--- config.mk ---
export PLATFORM = sky130hd
export DESIGN_NAME = ext_irq_unit
export DESIGN_NICKNAME = d
export VERILOG_FILES = /design/src/rtl/eiru_pkg.sv /design/src/rtl/eiru_sync.sv /design/src/rtl/eiru_flag.sv /design/src/rtl/eiru_subsrc.sv /design/src/rtl/ext_irq_unit.sv
export SDC_FILE = /design/constraint.sdc
export NUM_CORES = 1
export LEC_CHECK = 0
export BUFFER_PORTS_ARGS = -buffer_cell sky130_fd_sc_hd__buf_2
export CORE_MARGIN = 2
export CORE_UTILIZATION = 47
export DETAILED_ROUTE_END_ITERATION = 10
export PLACE_DENSITY = 0.73
export SKIP_CTS_REPAIR_TIMING = 1
export SYNTH_ARGS = -nofsm -noshare
export SYNTH_HDL_FRONTEND = slang
export SYNTH_SLANG_ARGS = --single-unit
--- constraint.sdc ---
create_clock -name clk -period 1 [get_ports clk]
set_clock_uncertainty 0.1 [all_clocks]
set_input_delay 0.1 -clock clk [delete_from_list [all_inputs] [get_ports clk]]
set_output_delay 0.1 -clock clk [all_outputs]
set_load 0.005 [all_outputs]
--- src/rtl/eiru_pkg.sv ---
package eiru_pkg;

    localparam int NUM_LINES  = 7;
    localparam int LINE_W     = $clog2(NUM_LINES + 1);
    localparam int PROG_FIRST = 2;
    localparam int SUB_LINE   = 6;

    typedef enum logic [1:0] {
        DET_RISE     = 2'd0,
        DET_FALL_INV = 2'd1,
        DET_PROG     = 2'd2
    } det_mode_e;

    typedef enum logic {
        FLG_IDLE = 1'b0,
        FLG_PEND = 1'b1
    } flag_state_e;

    typedef enum logic [1:0] {
        SEL_LINE_EN = 2'b00,
        SEL_SUB_EN  = 2'b01,
        SEL_SUB_CLR = 2'b10,
        SEL_RSVD    = 2'b11
    } wr_sel_e;

    // Detector kind used by each core line
    function automatic det_mode_e mode_of(input int line);
        case (line)
            2, 3:    return DET_PROG;
            5, 6:    return DET_FALL_INV;
            default: return DET_RISE;
        endcase
    endfunction

endpackage

--- src/rtl/eiru_sync.sv ---
module eiru_sync #(
    parameter int WIDTH  = 6,
    parameter int STAGES = 2
) (
    input  logic             clk,
    input  logic             rst_n,
    input  logic [WIDTH-1:0] raw,
    output logic [WIDTH-1:0] cur,
    output logic [WIDTH-1:0] prev
);

    logic [WIDTH-1:0] stage_q [STAGES];
    logic [WIDTH-1:0] prev_q;

    always_ff @(posedge clk or negedge rst_n) begin
        if (!rst_n) begin
            for (int s = 0; s < STAGES; s++) stage_q[s] <= '0;
            prev_q <= '0;
        end else begin
            stage_q[0] <= raw;
            for (int s = 1; s < STAGES; s++) stage_q[s] <= stage_q[s-1];
            prev_q <= stage_q[STAGES-1];
        end
    end

    assign cur  = stage_q[STAGES-1];
    assign prev = prev_q;

endmodule

--- src/rtl/eiru_flag.sv ---
module eiru_flag
    import eiru_pkg::*;
(
    input  logic clk,
    input  logic rst_n,
    input  logic hit,
    input  logic clr,
    output logic flag
);

    flag_state_e state_q, state_d;

    // State register
    always_ff @(posedge clk or negedge rst_n) begin
        if (!rst_n) state_q <= FLG_IDLE;
        else        state_q <= state_d;
    end

    // Transitions: DETECT, SERVICE, COLLIDE (stay pending)
    always_comb begin
        state_d = state_q;
        unique case (state_q)
            FLG_IDLE: if (hit)         state_d = FLG_PEND;
            FLG_PEND: if (clr && !hit) state_d = FLG_IDLE;
            default:                   state_d = FLG_IDLE;
        endcase
    end

    // Output
    always_comb begin
        flag = (state_q == FLG_PEND);
    end

    p_set_on_hit_r2: assert property (@(posedge clk) disable iff (!rst_n)
        hit |=> flag);
    p_no_spurious_r2: assert property (@(posedge clk) disable iff (!rst_n)
        (!flag && !hit) |=> !flag);
    p_clear_on_request_r6: assert property (@(posedge clk) disable iff (!rst_n)
        (clr && !hit) |=> !flag);
    p_collide_keeps_r7: assert property (@(posedge clk) disable iff (!rst_n)
        (clr && hit) |=> flag);
    p_pend_holds_r9: assert property (@(posedge clk) disable iff (!rst_n)
        (flag && !clr) |=> flag);

endmodule

--- src/rtl/eiru_subsrc.sv ---
module eiru_subsrc #(
    parameter int NUM_SUB = 3
) (
    input  logic               clk,
    input  logic               rst_n,
    input  logic [NUM_SUB-1:0] sub_cur,
    input  logic [NUM_SUB-1:0] sub_prev,
    input  logic               en_we,
    input  logic               clr_we,
    input  logic [NUM_SUB-1:0] wr_bits,
    output logic [NUM_SUB-1:0] sub_flag,
    output logic               agg,
    output logic               agg_q
);

    logic [NUM_SUB-1:0] sub_en_q;
    logic [NUM_SUB-1:0] sub_hit;
    logic [NUM_SUB-1:0] sub_clr;

    always_ff @(posedge clk or negedge rst_n) begin
        if (!rst_n) begin
            sub_en_q <= '0;
            agg_q    <= 1'b0;
        end else begin
            if (en_we) sub_en_q <= wr_bits;
            agg_q <= agg;
        end
    end

    for (genvar k = 0; k < NUM_SUB; k++) begin : g_sub
        assign sub_hit[k] = sub_cur[k] & ~sub_prev[k];
        // write-zero-to-clear: a one in the mask leaves the flag alone
        assign sub_clr[k] = clr_we & ~wr_bits[k];
        eiru_flag u_flag (
            .clk  (clk),
            .rst_n(rst_n),
            .hit  (sub_hit[k]),
            .clr  (sub_clr[k]),
            .flag (sub_flag[k])
        );
    end

    always_comb begin
        agg = |(sub_flag & sub_en_q);
    end

endmodule

--- src/rtl/ext_irq_unit.sv ---
module ext_irq_unit
    import eiru_pkg::*;
#(
    parameter int NUM_SUB     = 3,
    parameter int SYNC_STAGES = 2
) (
    input  logic                 clk,
    input  logic                 rst_n,
    input  logic [NUM_LINES-2:0] irq_raw,
    input  logic [NUM_SUB-1:0]   sub_raw,
    input  logic [1:0]           edge_pol,
    input  logic                 wr_en,
    input  logic [1:0]           wr_sel,
    input  logic [NUM_LINES-1:0] wr_data,
    input  logic                 ack_valid,
    input  logic [LINE_W-1:0]    ack_line,
    output logic [NUM_LINES-1:0] irq_req,
    output logic [NUM_SUB-1:0]   sub_pend
);

    localparam int EXT_LINES = NUM_LINES - 1;

    wr_sel_e              sel;
    logic [EXT_LINES-1:0] ext_cur, ext_prev;
    logic [NUM_SUB-1:0]   sub_cur, sub_prev;
    logic [NUM_LINES-1:0] line_cur, line_prev;
    logic [NUM_LINES-1:0] line_hit, line_flag, ack_hit;
    logic [NUM_LINES-1:0] line_en_q;
    logic                 agg, agg_q;

    assign sel = wr_sel_e'(wr_sel);

    eiru_sync #(.WIDTH(EXT_LINES), .STAGES(SYNC_STAGES)) u_sync_ext (
        .clk(clk), .rst_n(rst_n), .raw(irq_raw), .cur(ext_cur), .prev(ext_prev)
    );

    eiru_sync #(.WIDTH(NUM_SUB), .STAGES(SYNC_STAGES)) u_sync_sub (
        .clk(clk), .rst_n(rst_n), .raw(sub_raw), .cur(sub_cur), .prev(sub_prev)
    );

    eiru_subsrc #(.NUM_SUB(NUM_SUB)) u_subsrc (
        .clk     (clk),
        .rst_n   (rst_n),
        .sub_cur (sub_cur),
        .sub_prev(sub_prev),
        .en_we   (wr_en && sel == SEL_SUB_EN),
        .clr_we  (wr_en && sel == SEL_SUB_CLR),
        .wr_bits (wr_data[NUM_SUB-1:0]),
        .sub_flag(sub_pend),
        .agg     (agg),
        .agg_q   (agg_q)
    );

    // Line 6 source is active low: low while any enabled sub-flag is pending
    assign line_cur  = {~agg,   ext_cur};
    assign line_prev = {~agg_q, ext_prev};

    for (genvar i = 0; i < NUM_LINES; i++) begin : g_line
        if (mode_of(i) == DET_PROG) begin : g_prog
            assign line_hit[i] = edge_pol[i-PROG_FIRST]
                ? (line_cur[i] & ~line_prev[i])
                : (~line_cur[i] & line_prev[i]);
        end else if (mode_of(i) == DET_FALL_INV) begin : g_inv
            logic inv_cur, inv_prev;
            assign inv_cur     = ~line_cur[i];
            assign inv_prev    = ~line_prev[i];
            assign line_hit[i] = inv_cur & ~inv_prev;
        end else begin : g_rise
            assign line_hit[i] = line_cur[i] & ~line_prev[i];
        end

        assign ack_hit[i] = ack_valid && (ack_line == LINE_W'(i));

        eiru_flag u_flag (
            .clk  (clk),
            .rst_n(rst_n),
            .hit  (line_hit[i]),
            .clr  (ack_hit[i]),
            .flag (line_flag[i])
        );
    end

    always_ff @(posedge clk or negedge rst_n) begin
        if (!rst_n)                           line_en_q <= '0;
        else if (wr_en && sel == SEL_LINE_EN) line_en_q <= wr_data;
    end

    always_comb begin
        irq_req = line_flag & line_en_q;
    end

    p_line6_from_agg_r10: assert property (@(posedge clk) disable iff (!rst_n)
        (agg && !agg_q && !ack_hit[SUB_LINE]) |=> line_flag[SUB_LINE]);

    p_sub_kept_on_ack_r11: assert property (@(posedge clk) disable iff (!rst_n)
        (ack_valid && ack_line == LINE_W'(SUB_LINE) && !(wr_en && sel == SEL_SUB_CLR))
        |=> ((sub_pend & $past(sub_pend)) == $past(sub_pend)));

endmodule

**Word-level counts from Yosys, hierarchy flattened**

Cells that the tools add are included.

- Reductions and logical operators: 33
- Eq/ne operators: 8
- Multiplexer cells: 32
- Bitwise logic cells: 42

Operators by type and width:

| cell | number |
|---|---|
| $not 1->1 | 25 |
| $mux 1 | 22 |
| $logic_and 1x1->1 | 20 |
| $pmux 1 s2 | 10 |
| $and 1x1->1 | 15 |
| $logic_not 1->1 | 10 |
| $eq 3x3->1 const B | 3 |
| $and 7x7->7 | 1 |
| $eq 3x2->1 const B | 2 |
| $and 3x3->3 | 1 |
| $eq 3x1->1 const B | 1 |
| $logic_not 3->1 | 1 |
| $reduce_or 3->1 | 1 |
| $eq 2x1->1 const B | 1 |
| $eq 2x2->1 const B | 1 |
| $logic_not 2->1 | 1 |

- Input port bits: 27
- Bits in registers: 48
- Output and inout port bits: 10
- Word-level logic and storage cells: 134

**Longest topological paths before layout**

- Depth in word-level cells: 7
- Mapped depth: 2

**By module**

A second synthesis with hierarchy kept.

- Cells, all modules: 129
- Area total of the unflattened synthesis: 1744.2 um^2

By module, submodules not included:

| module | instances | cells an instance | area an instance (um^2) | sequential area each (um^2) |
|---|---|---|---|---|
| eiru_sync at u_sync_ext | 1 | 24 | 495.5 | 450.4 |
| ext_irq_unit | 1 | 48 | 452.9 | 175.2 |
| eiru_flag | 10 | 3 | 36.3 | 25.0 |
| eiru_sync at u_sync_sub | 1 | 12 | 247.7 | 225.2 |
| eiru_subsrc | 1 | 15 | 185.2 | 100.1 |

**Worst setup path before layout**

OpenSTA, ideal clock, no wires.

- Path type: register to register
- Start point: reg u_subsrc.g_sub[1].u_flag.state_q
- End point: reg g_line[6].u_flag.state_q
- Setup slack: -48 ps
- Stages on the path, launching flop included: 3
- Clock period less this slack: 1048 ps
- Library setup time: 133 ps
- Arrival: 815 ps
- Cell sequence: dfrtp_1 > a222oi_1 > o2bb2ai_1

- Cells in the longest elaborated chain, start to end: 7
- Elaborated cells on any way between the ends: 8

Ends and longest elaborated chain:

| item | RTL line | RTL |
|---|---|---|
| start: declaration | eiru_flag.sv:11 | `flag_state_e state_q, state_d;` |
| start signal: assignment | eiru_flag.sv:16 | `else state_q <= state_d;` |
| $and 3x3->3 * | eiru_subsrc.sv:44 | `agg = \|(sub_flag & sub_en_q);` |
| $reduce_or 3->1 * | eiru_subsrc.sv:44 |  |
| $and 1x1->1 * | ext_irq_unit.sv:67 | `assign line_hit[i] = inv_cur & ~inv_prev;` |
| $logic_not 1->1 | eiru_flag.sv:24 | `FLG_PEND: if (clr && !hit) state_d = FLG_IDLE;` |
| $logic_and 1x1->1 | eiru_flag.sv:24 |  |
| $mux 1 | eiru_flag.sv:24 |  |
| $pmux 1 s2 * | eiru_flag.sv:22 | `unique case (state_q)` |
| via g_line[6].u_flag.state_d | eiru_flag.sv:11 |  |
| end signal: assignment | eiru_flag.sv:16 |  |
| end: declaration | eiru_flag.sv:11 |  |

Mark *: on every way through the listed nets, which the timed path passes. The rest lies on a longest branch.
A chain may end at the register's enable or synchronous reset.

**Worst setup path in the final report**

- Start point: reg line_en_q[2]
- End point: out irq_req[2]

- Cells in the longest elaborated chain, start to end: 1

Ends and longest elaborated chain:

| item | RTL line | RTL |
|---|---|---|
| start: declaration | ext_irq_unit.sv:28 | `logic [NUM_LINES-1:0] line_en_q;` |
| start signal: assignment | ext_irq_unit.sv:85 | `else if (wr_en && sel == SEL_LINE_EN) line_en_q <= wr_data;` |
| $and 7x7->7 | ext_irq_unit.sv:89 | `irq_req = line_flag & line_en_q;` |
| end: declaration | ext_irq_unit.sv:17 | `output logic [NUM_LINES-1:0] irq_req,` |

Every way passes these cells.

==> metrics.txt <==
# TYPE chip_impl_metric gauge
chip_impl_metric{name="final_hold_viol_count",unit=""} 0
chip_impl_metric{name="synth_nets",unit=""} 136
chip_impl_metric{name="postRouteWirelength",unit="um"} 3070
chip_impl_metric{name="grt_antenna_before_repair",unit=""} 0
chip_impl_metric{name="relSlewSlack",unit="%"} 73.4
chip_impl_metric{name="antennaDiodeCount",unit=""} 0
chip_impl_metric{name="grt_met1_usage",unit="%"} 17.8
chip_impl_metric{name="total_power_density_per_cell_area",unit="mW/mm^2"} 1680
chip_impl_metric{name="grt_util_met3",unit="%"} 4.46
chip_impl_metric{name="detailroute.via_count",unit=""} 1080
chip_impl_metric{name="drt-vias-per-instance",unit=""} 4.70
chip_impl_metric{name="first_global_vias",unit=""} 1060
chip_impl_metric{name="ant_nets",unit=""} 0
chip_impl_metric{name="cap_viol_max_count",unit=""} 0
chip_impl_metric{name="grt_pass1_wl",unit="um"} 4620
chip_impl_metric{name="syn_inst",unit=""} 109
chip_impl_metric{name="dieHeight",unit="um"} 63.7
chip_impl_metric{name="ctsLongestPathBuffers",unit=""} 2
chip_impl_info{name="cts_tree",value="built"} 1
chip_impl_info{name="grt-busiest-layer",value="met2"} 1
chip_impl_metric{name="required",unit="ns"} 0.80
chip_impl_info{name="run_status",value="finished, violations left"} 1
chip_impl_metric{name="max_slew.worst_pin.slew",unit="ns"} 0.398
chip_impl_metric{name="hpwl",unit="um"} 1970
chip_impl_metric{name="grt_overflow",unit=""} 0
chip_impl_metric{name="final.min_clock_period",unit="ns"} 1.25
chip_impl_metric{name="leakagePower",unit="uW"} 0.00112
chip_impl_metric{name="clock.fmax",unit="MHz"} 802
chip_impl_metric{name="clk-insertion-delay-late",unit="ns"} 0.35
chip_impl_metric{name="pin_count_of_the_biggest_net_entering_global_routing",unit=""} 49
chip_impl_info{name="failed_checks",value="setup timing"} 1
chip_impl_metric{name="power.internal",unit="uW"} 3040
chip_impl_metric{name="final_cells",unit=""} 230
chip_impl_metric{name="syn-cell-area",unit="sq mm"} 0.00167
chip_impl_metric{name="met2_usage",unit="%"} 25.0
chip_impl_metric{name="count_of_clock_tree_sinks",unit=""} 48
chip_impl_metric{name="place.gp.congestion",unit=""} 0.777
chip_impl_metric{name="swShare",unit="%"} 22.2
chip_impl_metric{name="path_clk_slew",unit="ns"} 0.13
chip_impl_metric{name="worst-r2r-cell-count",unit=""} 2
chip_impl_metric{name="htreeDepth",unit=""} 2
chip_impl_metric{name="finalNetCount",unit=""} 210
chip_impl_metric{name="dp_cells",unit=""} 198
chip_impl_info{name="hold_removal_path_class",value="input pin to flip-flop"} 1
chip_impl_metric{name="drt_iter0_drc",unit=""} 42
chip_impl_metric{name="die-area",unit="sq mm"} 0.00405
chip_impl_metric{name="port-buffer-count",unit=""} 36
chip_impl_metric{name="layout_worst_path_cycle_share",unit="%"} 125
chip_impl_metric{name="die-width",unit="um"} 63.7
chip_impl_info{name="path_class",value="flip-flop to output port"} 1
chip_impl_metric{name="detail_route.drc_violations",unit=""} 0
chip_impl_metric{name="ys_types",unit=""} 19
chip_impl_metric{name="yosys_warnings",unit=""} 0
chip_impl_metric{name="p_clk_share",unit="%"} 27.8
chip_impl_metric{name="syn_area_per_cell",unit="sq um"} 15.3
chip_impl_metric{name="p_comb_share",unit="%"} 15.4
chip_impl_metric{name="layout-area-overhead-vs-synth",unit="%"} 39.1
chip_impl_metric{name="seq_power_share",unit="%"} 56.7
chip_impl_metric{name="maxSlewViolCount",unit=""} 0
chip_impl_metric{name="placeableCoreArea",unit="sq mm"} 0.00339
chip_impl_metric{name="initial_core_util",unit="%"} 49.4
chip_impl_metric{name="worst_setup_slack_final",unit="ns"} -0.246
chip_impl_info{name="rsz_0062_raised_after_global_routing",value="true"} 1
chip_impl_metric{name="holdPathStages",unit=""} 3
chip_impl_info{name="worst_setup_path_start_kind",value="flip-flop"} 1
chip_impl_metric{name="vdd.ir_drop.worst",unit="mV"} 0.985
chip_impl_metric{name="net-switching-power",unit="uW"} 864
chip_impl_info{name="crit_end_element",value="output port"} 1
chip_impl_metric{name="gr_usage_total",unit="%"} 15.2
chip_impl_metric{name="rows",unit=""} 21
chip_impl_metric{name="synth.yosys.seq_area_share",unit="%"} 71.8
chip_impl_metric{name="report.final.setup_viol",unit=""} 14
chip_impl_metric{name="worst-endpoint-arrival",unit="ns"} 1.05
chip_impl_info{name="cts-root-buf",value="sky130_fd_sc_hd__clkbuf_4"} 1
chip_impl_metric{name="post_route_cells_drive_above_1_share",unit="%"} 41.3
chip_impl_metric{name="path_max_fanout",unit=""} 2
chip_impl_metric{name="drt_first_pass_iters",unit=""} 4
chip_impl_metric{name="cts_buffers",unit=""} 5
chip_impl_metric{name="wl_per_cell",unit="um"} 13.3
chip_impl_metric{name="post_synthesis_register_bit_count",unit=""} 48
chip_impl_metric{name="top_level_ports",unit=""} 37
chip_impl_metric{name="total_power",unit="uW"} 3900
## final cells by class
type                            count  area [sq um]
Sequential cell                    48          1200
Fill cell                         247          1060
Timing Repair Buffer               70           532
Multi-Input combinational cell     44           408
Tap cell                           46          57.6
Inverter                           14          52.6
Clock buffer                        6          41.3
Clock inverter                      2          35.0
## routing by layer
layer | vias to the layer above | part of all wire (%)
li1 | 523 | -
met2 | 19 | 53
met3 | 9 | 3.0
met4 | 0 | 3.0
met1 | 529 | 41
met5 | - | 0
## worst paths after layout
path	from	endpoint	slack, ns
setup / recovery	line_en_q[2]	irq_req[2]	-0.25
hold / removal	ack_line[0]	g_line[0].u_flag.flag	0.007
setup reg to reg	u_subsrc.g_sub[2].u_flag.flag	g_line[6].u_flag.flag	-0.15
hold reg to reg	u_sync_ext.stage_q[6]	u_sync_ext.cur[0]	0.26
max in group asynchronous	rst_n	line_en_q[6]	0.45
min in group asynchronous	rst_n	u_sync_sub.prev[2]	0.14
## cell usage after synthesis
| cell type | number | area [sq um] |
|---|---|---|
| sky130_fd_sc_hd__buf_4 | 3 | 22.5 |
| sky130_fd_sc_hd__nor3b_4 | 1 | 18.8 |
| sky130_fd_sc_hd__a22o_1 | 1 | 8.76 |
| sky130_fd_sc_hd__nand4b_1 | 3 | 26.3 |
| sky130_fd_sc_hd__mux2_2 | 10 | 113 |
| sky130_fd_sc_hd__nand4bb_1 | 1 | 11.3 |
| sky130_fd_sc_hd__o2bb2ai_1 | 1 | 8.76 |
| sky130_fd_sc_hd__inv_1 | 14 | 52.6 |
| sky130_fd_sc_hd__dfrtp_1 | 48 | 1200 |
| sky130_fd_sc_hd__and2_1 | 7 | 43.8 |
| sky130_fd_sc_hd__and4bb_2 | 3 | 37.5 |
| sky130_fd_sc_hd__a222oi_1 | 1 | 10.0 |
| sky130_fd_sc_hd__and3b_1 | 2 | 17.5 |
| sky130_fd_sc_hd__nor2_1 | 2 | 7.51 |
| sky130_fd_sc_hd__nor4b_1 | 1 | 8.76 |
| sky130_fd_sc_hd__o22ai_1 | 6 | 37.5 |
| sky130_fd_sc_hd__nand3b_1 | 1 | 7.51 |
| sky130_fd_sc_hd__nor4bb_1 | 2 | 20.0 |
| sky130_fd_sc_hd__a221o_1 | 2 | 20.0 |
## power groups by stage
stage | sequential (uW) | clock [uW] | combinational, uW
6_report | 2210 | 1090 | 602
3_3_place_gp | 2240 | 0 | 445
4_1_cts | 2210 | 1120 | 462
3_5_place_dp | 2250 | 0 | 461
5_1_grt | 2240 | 1230 | 658
2_1_floorplan | 2220 | 0 | 228
## metrics by stage
stage | hold slack (ns) | setup slack, ns | util [%] | TNS [ns] | cell area, sq um
after global routing | -0.00571 | -0.292 | 68.7 | -3.22 | 2330
final | 0.00728 | -0.246 | 68.7 | -2.47 | 2330
after CTS | -0.396 | -0.259 | 60.5 | -2.63 | 2050
after global placement | -0.00445 | -0.131 | 58.3 | -1.36 | 1980
after detailed placement | 0.00260 | -0.163 | 58.3 | -1.73 | 1980
after floorplan | -0.296 | -0.0449 | - | -0.0678 | 1670
## logic make-up after synthesis
kind of cell | Yosys count | synth area share (%)
AOI/OAI and AO/OA | 11 | 5.09
and+or+nand+nor | 23 | 11.9
muxes | 10 | 6.73
DFF | 48 | 71.8
buffers and inverters | 17 | 4.49
## state kept, by name (all words and copies together), names as in the netlist
register / cells
g_line.u_flag.flag: 7
line_en_q: 7
u_sync_ext.cur: 6
u_sync_ext.prev: 6
u_sync_ext.stage_q: 6
u_subsrc.g_sub.u_flag.flag: 3
u_subsrc.sub_en_q: 3
u_sync_sub.cur: 3
u_sync_sub.prev: 3
u_sync_sub.stage_q: 3
u_subsrc.agg_q: 1
## cell usage in the layout (no fill, tap or decap)
| master | Yosys | layout |
|---|---|---|
| sky130_fd_sc_hd__nor2_1 | 2 | 2 |
| sky130_fd_sc_hd__nor3b_4 | 1 | 1 |
| sky130_fd_sc_hd__inv_1 | 14 | 13 |
| sky130_fd_sc_hd__dfrtp_1 | 48 | 48 |
| sky130_fd_sc_hd__and4bb_2 | 3 | 3 |
| sky130_fd_sc_hd__dlygate4sd3_1 | 0 | 19 |
| sky130_fd_sc_hd__nor4bb_1 | 2 | 2 |
| sky130_fd_sc_hd__clkbuf_4 | 0 | 5 |
| sky130_fd_sc_hd__a222oi_1 | 1 | 1 |
| sky130_fd_sc_hd__o22ai_1 | 6 | 5 |
| sky130_fd_sc_hd__and2_1 | 7 | 5 |
| sky130_fd_sc_hd__clkinv_2 | 0 | 1 |
| sky130_fd_sc_hd__o2bb2ai_1 | 1 | 1 |
| sky130_fd_sc_hd__buf_2 | 0 | 32 |
| sky130_fd_sc_hd__and3b_1 | 2 | 2 |
| sky130_fd_sc_hd__bufinv_16 | 0 | 1 |
| sky130_fd_sc_hd__a221o_1 | 2 | 2 |
| sky130_fd_sc_hd__a22o_1 | 1 | 1 |
| sky130_fd_sc_hd__mux2_2 | 10 | 10 |
| sky130_fd_sc_hd__o22ai_2 | 0 | 1 |
| sky130_fd_sc_hd__and2_4 | 0 | 2 |
| sky130_fd_sc_hd__inv_2 | 0 | 1 |
| sky130_fd_sc_hd__nand4b_1 | 3 | 3 |
| sky130_fd_sc_hd__clkbuf_1 | 0 | 1 |
| sky130_fd_sc_hd__nand4bb_1 | 1 | 1 |
| sky130_fd_sc_hd__nor4b_1 | 1 | 1 |
| sky130_fd_sc_hd__buf_6 | 0 | 7 |
| sky130_fd_sc_hd__buf_12 | 0 | 1 |
| sky130_fd_sc_hd__buf_4 | 3 | 11 |
| sky130_fd_sc_hd__nand3b_1 | 1 | 1 |
## worst max-delay path, stage by stage (launching register included)
cell and delay [ns]:
sky130_fd_sc_hd__dfrtp_1 0.42, sky130_fd_sc_hd__and2_4 0.16, sky130_fd_sc_hd__buf_2 0.11
(Power assumes the default switching activity.)
